<file path="config.mk">
export PLATFORM = sky130hd
export DESIGN_NAME = cs_decoder
export DESIGN_NICKNAME = d
export VERILOG_FILES = /design/src/rtl/csd_pkg.sv /design/src/rtl/csd_regbank.sv /design/src/rtl/csd_match.sv /design/src/rtl/csd_prio.sv /design/src/rtl/cs_decoder.sv
export SDC_FILE = /design/constraint.sdc
export NUM_CORES = 1
export LEC_CHECK = 0
export ABC_AREA = 1
export BUFFER_PORTS_ARGS = -buffer_cell sky130_fd_sc_hd__buf_4
export CORE_MARGIN = 2
export CORE_UTILIZATION = 61
export DETAILED_ROUTE_END_ITERATION = 8
export PLACE_DENSITY = 0.82
export SETUP_SLACK_MARGIN = 0.4
export SLEW_MARGIN = 20
export SYNTH_ARGS = -nofsm -noshare
export SYNTH_HDL_FRONTEND = slang
export SYNTH_HIERARCHICAL = 1
export SYNTH_SLANG_ARGS = --single-unit
</file>
<file path="constraint.sdc">
create_clock -name clk -period 2.1 [get_ports clk]
set_input_delay 0.525 -clock clk [delete_from_list [all_inputs] [get_ports clk]]
set_output_delay 0.525 -clock clk [all_outputs]
set_load 0.05 [all_outputs]
</file>
<file path="src/rtl/csd_pkg.sv">
package csd_pkg;

    typedef enum logic [1:0] {
        FLD_BASE = 2'd0,
        FLD_MASK = 2'd1,
        FLD_CFG  = 2'd2,
        FLD_CTRL = 2'd3
    } csd_field_e;

endpackage

</file>
<file path="src/rtl/csd_regbank.sv">
module csd_regbank
    import csd_pkg::*;
#(
    parameter int          NUM_CH    = 6,
    parameter int          ADDR_W    = 24,
    parameter int          CFG_W     = 8,
    parameter int          CH_W      = 3,
    parameter logic [7:0]  RST_CFG   = 8'hA5,
    parameter logic [23:0] BOOT_BASE = 24'hFF2000,
    parameter logic [23:0] BOOT_MASK = 24'hFFFF00
) (
    input  logic                               clk,
    input  logic                               rst_n,
    input  logic                               wr_en_i,
    input  logic [CH_W-1:0]                    wr_ch_i,
    input  logic [1:0]                         wr_fld_i,
    input  logic [ADDR_W-1:0]                  wr_data_i,
    output logic [NUM_CH-1:0][ADDR_W-1:0]      base_o,
    output logic [NUM_CH-1:0][ADDR_W-1:0]      mask_o,
    output logic [NUM_CH-1:0][CFG_W-1:0]       cfg_o,
    output logic [NUM_CH-1:0]                  en_o
);

    typedef struct packed {
        logic [NUM_CH-1:0][ADDR_W-1:0] base;
        logic [NUM_CH-1:0][ADDR_W-1:0] mask;
        logic [NUM_CH-1:0][CFG_W-1:0]  cfg;
        logic [NUM_CH-1:0]             en;
    } bank_t;

    bank_t bank_d, bank_q, bank_rst;
    logic  ch_ok;

    assign ch_ok = (int'(wr_ch_i) < NUM_CH);

    always_comb begin
        bank_rst = '0;
        for (int i = 0; i < NUM_CH; i++) begin
            bank_rst.cfg[i] = CFG_W'(RST_CFG);
        end
        bank_rst.base[0] = ADDR_W'(BOOT_BASE);
        bank_rst.mask[0] = ADDR_W'(BOOT_MASK);
        bank_rst.en[0]   = 1'b1;
    end

    always_comb begin
        bank_d = bank_q;
        if (wr_en_i && ch_ok) begin
            unique case (csd_field_e'(wr_fld_i))
                FLD_BASE: bank_d.base[wr_ch_i] = wr_data_i;
                FLD_MASK: bank_d.mask[wr_ch_i] = wr_data_i;
                FLD_CFG:  bank_d.cfg[wr_ch_i]  = wr_data_i[CFG_W-1:0];
                FLD_CTRL: bank_d.en[wr_ch_i]   = wr_data_i[0];
                default:  bank_d = bank_q;
            endcase
        end
    end

    always_ff @(posedge clk or negedge rst_n) begin
        if (!rst_n) bank_q <= bank_rst;
        else        bank_q <= bank_d;
    end

    assign base_o = bank_q.base;
    assign mask_o = bank_q.mask;
    assign cfg_o  = bank_q.cfg;
    assign en_o   = bank_q.en;

    generate
        if (NUM_CH < (1 << CH_W)) begin : g_badch
            // writes to channel numbers past the last one leave the bank alone
            p_badch_ignored_r8: assert property (@(posedge clk) disable iff (!rst_n)
                (wr_en_i && (int'(wr_ch_i) >= NUM_CH)) |=> $stable(bank_q));
        end
    endgenerate

endmodule

</file>
<file path="src/rtl/csd_match.sv">
module csd_match #(
    parameter int NUM_CH = 6,
    parameter int ADDR_W = 24
) (
    input  logic [ADDR_W-1:0]              addr_i,
    input  logic [NUM_CH-1:0][ADDR_W-1:0]  base_i,
    input  logic [NUM_CH-1:0][ADDR_W-1:0]  mask_i,
    input  logic [NUM_CH-1:0]              en_i,
    output logic [NUM_CH-1:0]              hit_o
);

    generate
        for (genvar k = 0; k < NUM_CH; k++) begin : g_cmp
            logic [ADDR_W-1:0] diff;
            assign diff     = (addr_i ^ base_i[k]) & mask_i[k];
            assign hit_o[k] = en_i[k] && (diff == '0);
        end
    endgenerate

endmodule

</file>
<file path="src/rtl/csd_prio.sv">
module csd_prio #(
    parameter int NUM_CH = 6,
    parameter int CFG_W  = 8
) (
    input  logic [NUM_CH-1:0]             hit_i,
    input  logic [NUM_CH-1:0][CFG_W-1:0]  cfg_i,
    output logic [NUM_CH-1:0]             grant_o,
    output logic                          any_o,
    output logic [CFG_W-1:0]              cfg_o
);

    always_comb begin
        grant_o = '0;
        cfg_o   = cfg_i[NUM_CH-1];
        for (int k = NUM_CH - 1; k >= 0; k--) begin
            if (hit_i[k]) begin
                grant_o    = '0;
                grant_o[k] = 1'b1;
                cfg_o      = cfg_i[k];
            end
        end
        any_o = |hit_i;
    end

endmodule

</file>
<file path="src/rtl/cs_decoder.sv">
module cs_decoder
    import csd_pkg::*;
#(
    parameter int          NUM_CH    = 6,
    parameter int          ADDR_W    = 24,
    parameter int          CFG_W     = 8,
    parameter logic [7:0]  RST_CFG   = 8'hA5,
    parameter logic [23:0] BOOT_BASE = 24'hFF2000,
    parameter logic [23:0] BOOT_MASK = 24'hFFFF00,
    localparam int         CH_W      = (NUM_CH > 1) ? $clog2(NUM_CH) : 1,
    localparam int         WA_W      = CH_W + 2
) (
    input  logic              clk,
    input  logic              rst_n,
    input  logic              ext_valid_i,
    input  logic [ADDR_W-1:0] addr_i,
    input  logic              wr_en_i,
    input  logic [WA_W-1:0]   wr_addr_i,
    input  logic [ADDR_W-1:0] wr_data_i,
    output logic [NUM_CH-1:0] cs_n_o,
    output logic [CFG_W-1:0]  bus_cfg_o
);

    typedef struct packed {
        logic              valid;
        logic [NUM_CH-1:0] cs_n;
        logic [CFG_W-1:0]  cfg;
    } out_t;

    logic [NUM_CH-1:0][ADDR_W-1:0] ch_base, ch_mask;
    logic [NUM_CH-1:0][CFG_W-1:0]  ch_cfg;
    logic [NUM_CH-1:0]             ch_en, hit, grant;
    logic                          any_hit, start;
    logic [CFG_W-1:0]              sel_cfg;
    out_t                          st_d, st_q;

    csd_regbank #(
        .NUM_CH(NUM_CH), .ADDR_W(ADDR_W), .CFG_W(CFG_W), .CH_W(CH_W),
        .RST_CFG(RST_CFG), .BOOT_BASE(BOOT_BASE), .BOOT_MASK(BOOT_MASK)
    ) u_bank (
        .clk(clk), .rst_n(rst_n),
        .wr_en_i(wr_en_i), .wr_ch_i(wr_addr_i[WA_W-1:2]),
        .wr_fld_i(wr_addr_i[1:0]), .wr_data_i(wr_data_i),
        .base_o(ch_base), .mask_o(ch_mask), .cfg_o(ch_cfg), .en_o(ch_en)
    );

    csd_match #(.NUM_CH(NUM_CH), .ADDR_W(ADDR_W)) u_match (
        .addr_i(addr_i), .base_i(ch_base), .mask_i(ch_mask),
        .en_i(ch_en), .hit_o(hit)
    );

    csd_prio #(.NUM_CH(NUM_CH), .CFG_W(CFG_W)) u_prio (
        .hit_i(hit), .cfg_i(ch_cfg), .grant_o(grant),
        .any_o(any_hit), .cfg_o(sel_cfg)
    );

    assign start = ext_valid_i && !st_q.valid;

    always_comb begin
        st_d       = st_q;
        st_d.valid = ext_valid_i;
        if (!ext_valid_i) begin
            st_d.cs_n = '1;
        end else if (start) begin
            st_d.cs_n = ~grant;
            st_d.cfg  = sel_cfg;
        end
    end

    always_ff @(posedge clk or negedge rst_n) begin
        if (!rst_n) begin
            st_q.valid <= 1'b0;
            st_q.cs_n  <= '1;
            st_q.cfg   <= CFG_W'(RST_CFG);
        end else begin
            st_q <= st_d;
        end
    end

    assign cs_n_o    = st_q.cs_n;
    assign bus_cfg_o = st_q.cfg;

    // outside an external cycle every select is released
    p_idle_release_r3: assert property (@(posedge clk) disable iff (!rst_n)
        !ext_valid_i |=> (cs_n_o == '1));

    // never more than one select low
    p_single_select_r4: assert property (@(posedge clk) disable iff (!rst_n)
        $onehot0(~cs_n_o));

    // a low select always belongs to a channel that hit at decode time
    p_select_hit_r4: assert property (@(posedge clk) disable iff (!rst_n)
        start |=> (((~cs_n_o) & ~$past(hit)) == '0));

    // a miss releases all selects and uses the last channel's setting
    p_fallback_r5: assert property (@(posedge clk) disable iff (!rst_n)
        (start && !any_hit) |=>
            ((cs_n_o == '1) && (bus_cfg_o == $past(ch_cfg[NUM_CH-1]))));

    // outputs frozen for the rest of the cycle
    p_hold_cycle_r7: assert property (@(posedge clk) disable iff (!rst_n)
        (ext_valid_i && st_q.valid) |=> ($stable(cs_n_o) && $stable(bus_cfg_o)));

    // disabled channels never get a select
    p_disabled_quiet_r9: assert property (@(posedge clk) disable iff (!rst_n)
        start |=> (((~cs_n_o) & ~$past(ch_en)) == '0));

endmodule

</file>
# Word-level counts from Yosys, hierarchy flattened
# Index checks and enable logic that the tools add are counted.
[word_totals]
ff_bits = 357
input_bits = 57
output_inout_bits = 14
[op_classes]
order_cmp = 3
n_eq_ne = 4
n_mux = 23
n_bitwise = 13
n_reduce_logical = 22
[ops]
columns = ["operator", "n"]
rows = [
  ["bitwise mux 144 bit", 2],
  ["AND 24 bit", 6],
  ["logical NOT 24 bit", 6],
  ["XOR 24 bit", 6],
  ["demux 24 bit (select 3 bit)", 1],
  ["bitwise mux 48 bit", 1],
  ["2-to-1 mux 8 bit", 6],
  ["2-to-1 mux 6 bit", 7],
  ["demux 8 bit (select 3 bit)", 1],
  ["2-to-1 mux 24 bit", 1],
  ["2-to-1 mux 14 bit", 1],
  ["AND reduction 2 bit", 5],
  ["logical AND 1 bit", 9],
  ["bitwise mux 6 bit", 1],
  ["NOT 6 bit", 1],
  ["equality test 2 bit, second input constant", 2],
  ["< comparator 3 x 4 -> 1 bit, second input constant", 1],
  ["demux 1 bit (select 3 bit)", 1],
  [">= comparator 3 x 1 -> 1 bit, second input constant", 1],
  ["< comparator 3 bit, second input constant", 1],
  ["equality test 2 x 1 -> 1 bit, second input constant", 1],
  ["logical NOT 2 bit", 1],
  ["inequality test 2 x 1 -> 1 bit, second input constant", 1],
  ["logical NOT 1 bit", 1],
  ["2-to-1 mux 1 bit", 1],
]

# Longest topological paths before layout
# Gate-level depths: netlist of the first run.
[depth]
word_depth = 13
ltp_mapped = 20
mapped_depth_nobuf = 18

# By module
# Netlist of the first run, hierarchy kept.
[by_module_without_submodules]
columns = ["mod", "n_inst", "cells_per_inst", "area_each_um2", "seq_area_each_um2"]
rows = [
  ["csd_regbank", 1, 1545, 13648.1, 8620.8],
  ["csd_match", 1, 702, 2984.1, 0.0],
  ["cs_decoder", 1, 89, 747.0, 387.9],
  ["csd_prio", 1, 150, 653.1, 0.0],
]

# Least setup slack after synthesis of the first run
# Ideal clock, no wire load.
[synth_path]
path_kind = "input -> register"
from = "in addr_i[21]"
to = "reg st_q (netlist bit bus_cfg_o[1])"
setup_time_ps = 116
arrival_ps = 1837
setup_slack_ps = 147
stages = 17
n_path_buf = 2
cell_sequence = "buf_2 or2_1 nand3_1 nand2_1 nor2_1 nand3_1 nor2_1 buf_6 inv_2 nand2_1 inv_2 nand2_1 nand2_1 inv_1 nand2_1 nand2_1 nand2_1"
[synth_lines]
columns = ["item", "line_no", "text"]
rows = [
  ["from (decl)", "cs_decoder.sv:16", "input logic [ADDR_W-1:0] addr_i,"],
  ["XOR 24 bit", "csd_match.sv:15", "assign diff = (addr_i ^ base_i[k]) & mask_i[k];"],
  ["AND 24 bit", "csd_match.sv:15", ""],
  ["logical NOT 24 bit", "csd_match.sv:16", "assign hit_o[k] = en_i[k] && (diff == '0);"],
  ["logical AND 1 bit", "csd_match.sv:16", ""],
  ["via hit[0]", "cs_decoder.sv:32", "logic [NUM_CH-1:0] ch_en, hit, grant;"],
  ["2-to-1 mux 8 bit", "csd_prio.sv:16", "if (hit_i[k]) begin"],
  ["via sel_cfg[1]", "cs_decoder.sv:34", "logic [CFG_W-1:0] sel_cfg;"],
  ["to (signal assigned)", "cs_decoder.sv:76", "st_q <= st_d;"],
  ["to (decl)", "cs_decoder.sv:35", "out_t st_d, st_q;"],
]
# The timed path passes the listed nets, and every way through them passes these cells.
# A chain may end at the register's enable or synchronous reset.

# Worst setup path in the final report of the first run
[layout_path]
from = "reg u_bank.bank_q (netlist bit u_bank/base_o[22])"
to = "reg st_q (netlist bit bus_cfg_o[5])"
[layout_via]
elab_chain_len = 5
[layout_lines]
columns = ["item", "line_no", "text"]
rows = [
  ["from (decl)", "csd_regbank.sv:31", "bank_t bank_d, bank_q, bank_rst;"],
  ["from (signal assigned)", "csd_regbank.sv:60", "if (!rst_n) bank_q <= bank_rst;"],
  ["from (signal assigned)", "csd_regbank.sv:61", "else bank_q <= bank_d;"],
  ["XOR 24 bit", "csd_match.sv:15", ""],
  ["AND 24 bit", "csd_match.sv:15", ""],
  ["logical NOT 24 bit", "csd_match.sv:16", ""],
  ["logical AND 1 bit", "csd_match.sv:16", ""],
  ["via hit[0]", "cs_decoder.sv:32", ""],
  ["2-to-1 mux 8 bit", "csd_prio.sv:16", ""],
  ["via sel_cfg[5]", "cs_decoder.sv:34", ""],
]
# The timed path passes the listed nets, and every way through them passes these cells.

==> results of run 1 <==
cell usage in the layout, fill, tap and decap left out, drive strengths merged:
cell and instances:
o21ai 11, inv 126, nand2 1136, nand3 467, buf 209, nor3 3
or2 49, dfstp 60, dfrtp 297, nor2 163, diode 2, clkbuf 59
bufinv 4, clkinv 8, dlygate4sd3 1, clkinvlp 3
sequential cells by signal, summed over array words and instances, names as in the netlist:
register	cells
u_bank/mask_o	144
u_bank/en_o	6
bus_cfg_o	8
cs_n_o	6
u_bank/base_o	144
u_bank/cfg_o	48
st_q	1
per-stage QoR:
step                      TNS (ps)  util (%)  area [um2]
after floorplan                  0         -       18080
after CTS                        0     73.12       21160
final                       -216.4     73.65       21310
after detailed placement     -5007     67.15       19430
after global placement       -4664     67.15       19430
after global routing        -964.2     73.64       21310
worst paths after layout:
| check | startpoint | end | slack, ps |
|---|---|---|---|
| hold / removal | ext_valid_i | st_q[14] | 240 |
| hold reg to reg | u_bank/mask_o[20] | u_bank/mask_o[20] | 460 |
| max in group asynchronous | rst_n | u_bank/cfg_o[18] | 900 |
| min in group asynchronous | rst_n | u_bank/base_o[114] | 470 |
| setup / recovery | u_bank/base_o[22] | bus_cfg_o[5] | -70 |
| setup reg to reg | u_bank/base_o[22] | bus_cfg_o[5] | -70 |
area by class of cell:
type / count / area [um2] / area share [%]
antenna: 2 / 5.005 / 0.02348
clock buffer: 59 / 1214 / 5.695
clock inverter: 11 / 160.2 / 0.7515
inverter: 128 / 495.5 / 2.325
multi-input combinational: 1829 / 7981 / 37.45
sequential: 357 / 9009 / 42.27
tap: 384 / 480.5 / 2.254
timing repair buffer: 210 / 1951 / 9.153
timing repair inverter: 2 / 16.27 / 0.07632
timing repair:
action                                 CTS  global route
setup buffers                            6             4
pin swaps                               21            14
setup endpoints to repair               24            24
resized for setup                       81            33
endpoints found under the hold margin   21             0
cloned                                   3             1
hold buffers                             1             0
power by group:
part	internal (uW)	switching, uW	total (uW)	leakage [uW]
combinational	1480	2580	4060	0.00613
clock	4470	2790	7260	0.000675
sequential	8170	790	8960	0.00453
routing by layer:
layer | vias to the layer above | track usage, %
met5 | - | 0
met4 | 6 | 16.67
met3 | 224 | 9.762
met2 | 1134 | 55.76
met1 | 8232 | 48.80
li1 | 7888 | -
==> impl_metrics.sql, run 1 <==
INSERT INTO impl_metrics (metric_group, metric, value, unit) VALUES
('status', 'outcome', 'finished, violations left', ''),
('status', 'violated_checks', 'setup timing', ''),
('critical_path', 'timing.critical_path.cells', 'nand2_1 > nand2_1 > nor2_1 > nor2_2 > nand2_1 > nor2_4 > nand2_4 > nor2_4 > inv_2 > nand2_4 > clkinvlp_4 > nand2_1 > nand2_1 > inv_1 > nand2_1 > nand2_1 > nand2_1', ''),
('timing', 'timing.hold.ws', '238.4', 'ps'),
('timing', 'setup_ws', '-66.22', 'ps'),
('detailed_routing', 'vias_per_inst', '5.863', ''),
('floorplanning', 'chipWidth', '175.9', 'um'),
('detailed_routing', 'remaining_drc_errors', '0', ''),
('global_routing', 'grt_use_total', '36.42', '%'),
('power_and_ir_drop', 'ir_drop', '0.0006038', 'V'),
('critical_path', 'total_number_of_cells_along_the_worst_setup_path', '17', ''),
('detailed_routing', 'drt_pre_antenna_iters', '8', ''),
('detailed_routing', 'met2RoutedLength', '25.05', 'mm'),
('timing', 'finalHoldViolCount', '0', ''),
('power_and_ir_drop', 'power.density', '951.6', 'nW/um2'),
('synthesis', 'yosys_warnings', '6', ''),
('floorplanning', 'initial_core_util', '62.30', '%'),
('power_and_ir_drop', 'totalPowerFinal', '20280', 'uW'),
('global_routing', 'grt_antenna_before_repair', '5', ''),
('global_routing', 'grt_first_pass_wirelength', '88.30', 'mm'),
('placement', 'preCtsSetupSlack', '-405.7', 'ps'),
('timing', 'rsz_0062_raised_after_global_routing', 'true', ''),
('critical_path', 'timing.critical_path.slowest_stage_cell', 'sky130_fd_sc_hd__dfstp_2', ''),
('detailed_routing', 'highest_layer', 'met5', ''),
('cts', 'clock_latency', '530', 'ps'),
('detailed_routing', 'routedWlPerCell', '18.97', 'um'),
('cts', 'clock_sinks', '357', ''),
('global_routing', 'grt_overflow', '0', ''),
('critical_path', 'worst-setup-path-type', 'register to register', ''),
('timing', 'achievable-frequency', '461.6', 'MHz'),
('critical_path', 'timing.critical_path.required', '2550', 'ps'),
('timing', 'finalClockSkew', '11.74', 'ps'),
('critical_path', 'critPathTopFamily', 'simple AND/OR/NAND/NOR gates', ''),
('cts', 'clkTransAtPathRegs', '60', 'ps'),
('detailed_routing', 'total_vias_in_the_final_route', '17484', ''),
('cts', 'cts_buf_count', '38', ''),
('power_and_ir_drop', 'p_leak', '0.01133', 'uW'),
('timing', 'worst-slew-pin-transition', '491.1', 'ps'),
('floorplanning', 'chipHeight', '175.9', 'um'),
('critical_path', 'critPathLaunchType', 'register', ''),
('detailed_routing', 'initialDrtViolationCount', '2262', ''),
('placement', 'gp_congestion', '0.9082', ''),
('critical_path', 'worst_path_largest_cell_delay', '540', 'ps'),
('placement', 'dpl.cell_count', '2895', ''),
('synthesis', 'syn-instance-count', '2485', ''),
('critical_path', 'ff2ff_path_depth', '17', ''),
('cts', 'ctsHtreeMaxLevel', '2', ''),
('timing', 'final.period_utilization', '103.2', '%'),
('cts', 'tritoncts', 'yes', ''),
('finish', 'final_net_count', '2623', ''),
('cts', 'root_buffer', 'sky130_fd_sc_hd__clkbuf_16', ''),
('job', 'maxCapViolations', '0', ''),
('min_path', 'holdCritPathClass', 'primary input to register', ''),
('cts', 'cts.path.max_buffers', '3', ''),
('placement', 'hpwlAfterDp', '36.26', 'mm'),
('floorplanning', 'die-area', '30940', 'um2'),
('detailed_routing', 'wl_met1', '21.44', 'mm'),
('critical_path', 'critical_path_buf_inv_count', '3', ''),
('detailed_routing', 'met3WireLength', '7.051', 'mm'),
('global_routing', 'first_global_vias', '16540', ''),
('finish', 'fraction_of_layout_cells_with_a_size_suffix_above_1', '16.76', '%'),
('min_path', 'timing.hold.worst_path_depth', '1', ''),
('finish', 'area_growth_synth_to_finish', '18.23', '%'),
('timing', 'slew_violations', '0', ''),
('global_routing', 'grt_start_max_net_pins', '74', ''),
('synthesis', 'syn_nets', '2542', ''),
('finish', 'n_fill_cell', '2077', ''),
('floorplanning', 'io_pins', '71', ''),
('timing', 'setup_viol_count_final', '5', ''),
('finish', 'fin_cells', '2982', ''),
('floorplanning', 'fp-row-count', '62', ''),
('detailed_routing', 'ant_nets', '0', ''),
('placement', 'portBuffers', '70', ''),
('timing', 'min_period', '2166', 'ps'),
('critical_path', 'timing.critical_path.fanout_max', '4', ''),
('timing', 'timing.slew.headroom', '66.91', '%'),
('synthesis', 'synthesis.area_per_instance', '7.254', 'um2'),
('critical_path', 'dominant_cell_type_by_count_on_the_critical_path', 'sky130_fd_sc_hd__nand2_1', ''),
('critical_path', 'critical_path.endpoint_type', 'register', ''),
('synthesis', 'syn-cell-area', '18030', 'um2'),
('floorplanning', 'core-area', '28940', 'um2'),
('critical_path', 'worst_ep_arrival_time', '2620', 'ps'),
('detailed_routing', 'routed_wirelength', '56.56', 'mm');
(Power assumes the default switching activity.)
==> inputs of run 2 (changes only) <==
--- a/config.mk
+++ b/config.mk
@@ -7,10 +7,12 @@
 export LEC_CHECK = 0
 export ABC_AREA = 1
 export BUFFER_PORTS_ARGS = -buffer_cell sky130_fd_sc_hd__buf_4
+export CELL_PAD_IN_SITES_DETAIL_PLACEMENT = 1
+export CELL_PAD_IN_SITES_GLOBAL_PLACEMENT = 1
 export CORE_MARGIN = 2
-export CORE_UTILIZATION = 61
+export CORE_UTILIZATION = 46
 export DETAILED_ROUTE_END_ITERATION = 8
-export PLACE_DENSITY = 0.82
+export PLACE_DENSITY = 0.83
 export SETUP_SLACK_MARGIN = 0.4
 export SLEW_MARGIN = 20
 export SYNTH_ARGS = -nofsm -noshare
==> impl_metrics.sql, run 2 (synthesis results as in run 1) <==
INSERT INTO impl_metrics (metric_group, metric, value, unit) VALUES
('timing', 'rsz_0062_raised_after_global_routing', 'true', ''),
('finish', 'area_growth_synth_to_finish', '19.75', '%'),
('floorplanning', 'core-area', '38650', 'um2'),
('finish', 'fraction_of_layout_cells_with_a_size_suffix_above_1', '17.86', '%'),
('power_and_ir_drop', 'seq_power_share', '43.8', '%'),
('timing', 'timing.slew.headroom', '65.12', '%'),
('timing', 'finalHoldViolCount', '0', ''),
('global_routing', 'grt_antenna_before_repair', '4', ''),
('floorplanning', 'fp-row-count', '72', ''),
('critical_path', 'timing.critical_path.fanout_max', '5', ''),
('floorplanning', 'initial_core_util', '46.64', '%'),
('placement', 'dpl.cell_count', '3026', ''),
('detailed_routing', 'ant_nets', '0', ''),
('cts', 'root_buffer', 'sky130_fd_sc_hd__clkbuf_16', ''),
('floorplanning', 'die-area', '40790', 'um2'),
('global_routing', 'grt_overflow', '0', ''),
('critical_path', 'ff2ff_path_depth', '18', ''),
('detailed_routing', 'routedWlPerCell', '22.31', 'um'),
('status', 'outcome', 'finished, violations left', ''),
('cts', 'ctsHtreeMaxLevel', '2', ''),
('finish', 'stdcell_area', '21590', 'um2'),
('min_path', 'timing.hold.worst_path_depth', '1', ''),
('power_and_ir_drop', 'net-switching-power', '6659', 'uW'),
('floorplanning', 'chipWidth', '202.0', 'um'),
('global_routing', 'grt_use_total', '33.61', '%'),
('placement', 'placed_instance_area', '19560', 'um2'),
('cts', 'clock_sinks', '357', ''),
('timing', 'finalClockSkew', '14.38', 'ps'),
('timing', 'slew_violations', '0', ''),
('power_and_ir_drop', 'logic_gate_share_of_total_power', '21.1', '%'),
('finish', 'fin_cells', '3125', ''),
('cts', 'clkTransAtPathRegs', '60', 'ps'),
('timing', 'tns', '-1170', 'ps'),
('power_and_ir_drop', 'p_leak', '0.01131', 'uW'),
('placement', 'hpwlAfterDp', '43.90', 'mm'),
('power_and_ir_drop', 'swShare', '32.42', '%'),
('critical_path', 'regToRegSetupSlack', '-150', 'ps'),
('cts', 'tritoncts', 'yes', ''),
('timing', 'min_period', '2246', 'ps'),
('critical_path', 'critical_path.endpoint_type', 'register', ''),
('finish', 'n_fill_cell', '4785', ''),
('critical_path', 'timing.critical_path.required', '2550', 'ps'),
('finish', 'most-common-layout-cells', '1102 x sky130_fd_sc_hd__nand2_1, 442 x sky130_fd_sc_hd__nand3_1, 297 x sky130_fd_sc_hd__dfrtp_1', ''),
('cts', 'cts_buf_count', '42', ''),
('cts', 'cts.path.max_buffers', '3', ''),
('min_path', 'holdCritPathClass', 'primary input to register', ''),
('detailed_routing', 'total_vias_in_the_final_route', '17953', ''),
('power_and_ir_drop', 'internal_power', '13880', 'uW'),
('detailed_routing', 'initialDrtViolationCount', '1349', ''),
('placement', 'portBuffers', '70', ''),
('detailed_routing', 'vias_per_inst', '5.745', ''),
('finish', 'ff_latch_area', '9009', 'um2'),
('critical_path', 'worst_ep_arrival_time', '2700', 'ps'),
('global_routing', 'first_global_vias', '18801', ''),
('timing', 'achievable-frequency', '445.2', 'MHz'),
('timing', 'final.period_utilization', '107.0', '%'),
('detailed_routing', 'routed_wirelength', '69.73', 'mm'),
('placement', 'gp_congestion', '0.8646', ''),
('floorplanning', 'io_pins', '71', ''),
('power_and_ir_drop', 'ir_drop', '0.0005774', 'V'),
('floorplanning', 'chipHeight', '202.0', 'um'),
('power_and_ir_drop', 'clock_power_share', '35.0', '%'),
('critical_path', 'critPathLaunchType', 'register', ''),
('finish', 'multiInputGateArea', '8105', 'um2'),
('critical_path', 'worst-setup-path-type', 'register to register', ''),
('global_routing', 'grt_start_max_net_pins', '92', ''),
('placement', 'preCtsSetupSlack', '-462.6', 'ps'),
('timing', 'setup_viol_count_final', '12', ''),
('global_routing', 'grt_first_pass_wirelength', '106.1', 'mm'),
('power_and_ir_drop', 'power.density', '951.6', 'nW/um2'),
('critical_path', 'r2r-end', 'bus_cfg_o[3]', ''),
('timing', 'worst-slew-pin-transition', '523.2', 'ps'),
('finish', 'most_frequent_standard_cell_in_the_layout_excluding_fill_and_tap_cells', 'sky130_fd_sc_hd__nand2_1', ''),
('status', 'violated_checks', 'setup timing', ''),
('timing', 'setup_ws', '-146.2', 'ps'),
('min_path', 'hold_path_end', 'st_q[14]', ''),
('power_and_ir_drop', 'totalPowerFinal', '20540', 'uW'),
('critical_path', 'crit-reg2reg-launch', 'u_bank/base_o[20]', ''),
('detailed_routing', 'drt_pre_antenna_iters', '5', ''),
('detailed_routing', 'remaining_drc_errors', '0', ''),
('cts', 'clock_latency', '570', 'ps'),
('finish', 'final_net_count', '2628', ''),
('min_path', 'min_from', 'ext_valid_i', ''),
('job', 'maxCapViolations', '0', '');
==> run 2: cell count changes in the layout (fill, tap and decap cells not counted), sizes merged <==
cell	change
inv	+1
clkinvlp	-3
diode	+2
bufinv	-2
nor2	+1
clkbuf	+8
clkinv	+2
==> run 2: per-stage QoR <==
step	util, %	hold slack (ps)
after detailed placement	50.62	364.7
after floorplan	-	229.4
after global placement	50.62	364.0
after global routing	55.83	199.1
final	55.85	214.9
after CTS	55.08	162.9
==> run 2: worst max-delay path by stage <==
| stage | startpoint | endpoint | slack (ps) | cells after the start |
|---|---|---|---|---|
| global route | u_bank/base_o[116] | bus_cfg_o[6] | -210 | 17 |
| detailed placement | addr_i[22] | bus_cfg_o[1] | -460 | 20 |
| finish | u_bank/base_o[20] | bus_cfg_o[3] | -150 | 18 |
| CTS | u_bank/base_o[82] | bus_cfg_o[2] | 20 | 17 |
| floorplan | addr_i[5] | bus_cfg_o[4] | 220 | 17 |
| global placement | addr_i[22] | bus_cfg_o[6] | -380 | 20 |
==> run 2: power groups by stage <==
stage	combinational (uW)	sequential, uW	clock [uW]
3_5_place_dp	3750	9050	0
3_3_place_gp	3540	8980	0
2_1_floorplan	2400	8810	0
4_1_cts	4060	8980	7280
6_report	4340	9010	7190
5_1_grt	4740	9160	7520
==> run 2: cell type report <==
class	count	area share (%)
well taps	518	3.003
clock buffers	66	5.570
multi-input cells	1830	37.55
repair inverters	1	0.02898
clock inverters	10	0.4811
diodes	4	0.04637
inverters	128	2.348
repair buffers	211	9.239
flip-flops and latches	357	41.73
==> run 2: metal layers <==
layer | wire length [um] | vias to the layer above | global-route usage (%)
met1 | 28970 | 9159 | 44.18
met2 | 32950 | 685 | 54.37
met5 | 0 | - | 0
met3 | 5012 | 200 | 6.579
met4 | 2799 | 0 | 14.31
li1 | - | 7909 | -
==> run 2: worst max-delay path, stage by stage (launching register included) <==
cell and delay [ps]:
sky130_fd_sc_hd__dfstp_2 550, sky130_fd_sc_hd__nand2_2 60, sky130_fd_sc_hd__nand2_2 90, sky130_fd_sc_hd__nor2_2 50
sky130_fd_sc_hd__nor2_1 80, sky130_fd_sc_hd__nand2_1 100, sky130_fd_sc_hd__nor2_1 160, sky130_fd_sc_hd__buf_4 160
sky130_fd_sc_hd__nand2_4 50, sky130_fd_sc_hd__nor2_4 190, sky130_fd_sc_hd__inv_2 70, sky130_fd_sc_hd__nand2_4 100
sky130_fd_sc_hd__clkinv_4 90, sky130_fd_sc_hd__nand2_1 60, sky130_fd_sc_hd__nand2_1 50, sky130_fd_sc_hd__inv_1 90
sky130_fd_sc_hd__nand2_1 70, sky130_fd_sc_hd__nand2_1 60, sky130_fd_sc_hd__nand2_1 60
==> run 2: what timing repair did <==
action	in CTS	in global routing
hold endpoints to repair	10	0
hold buffers	1	0
buffers inserted	8	5
setup endpoints to repair	26	24
pin swaps	28	19
resized for setup	91	67
gates cloned	3	2
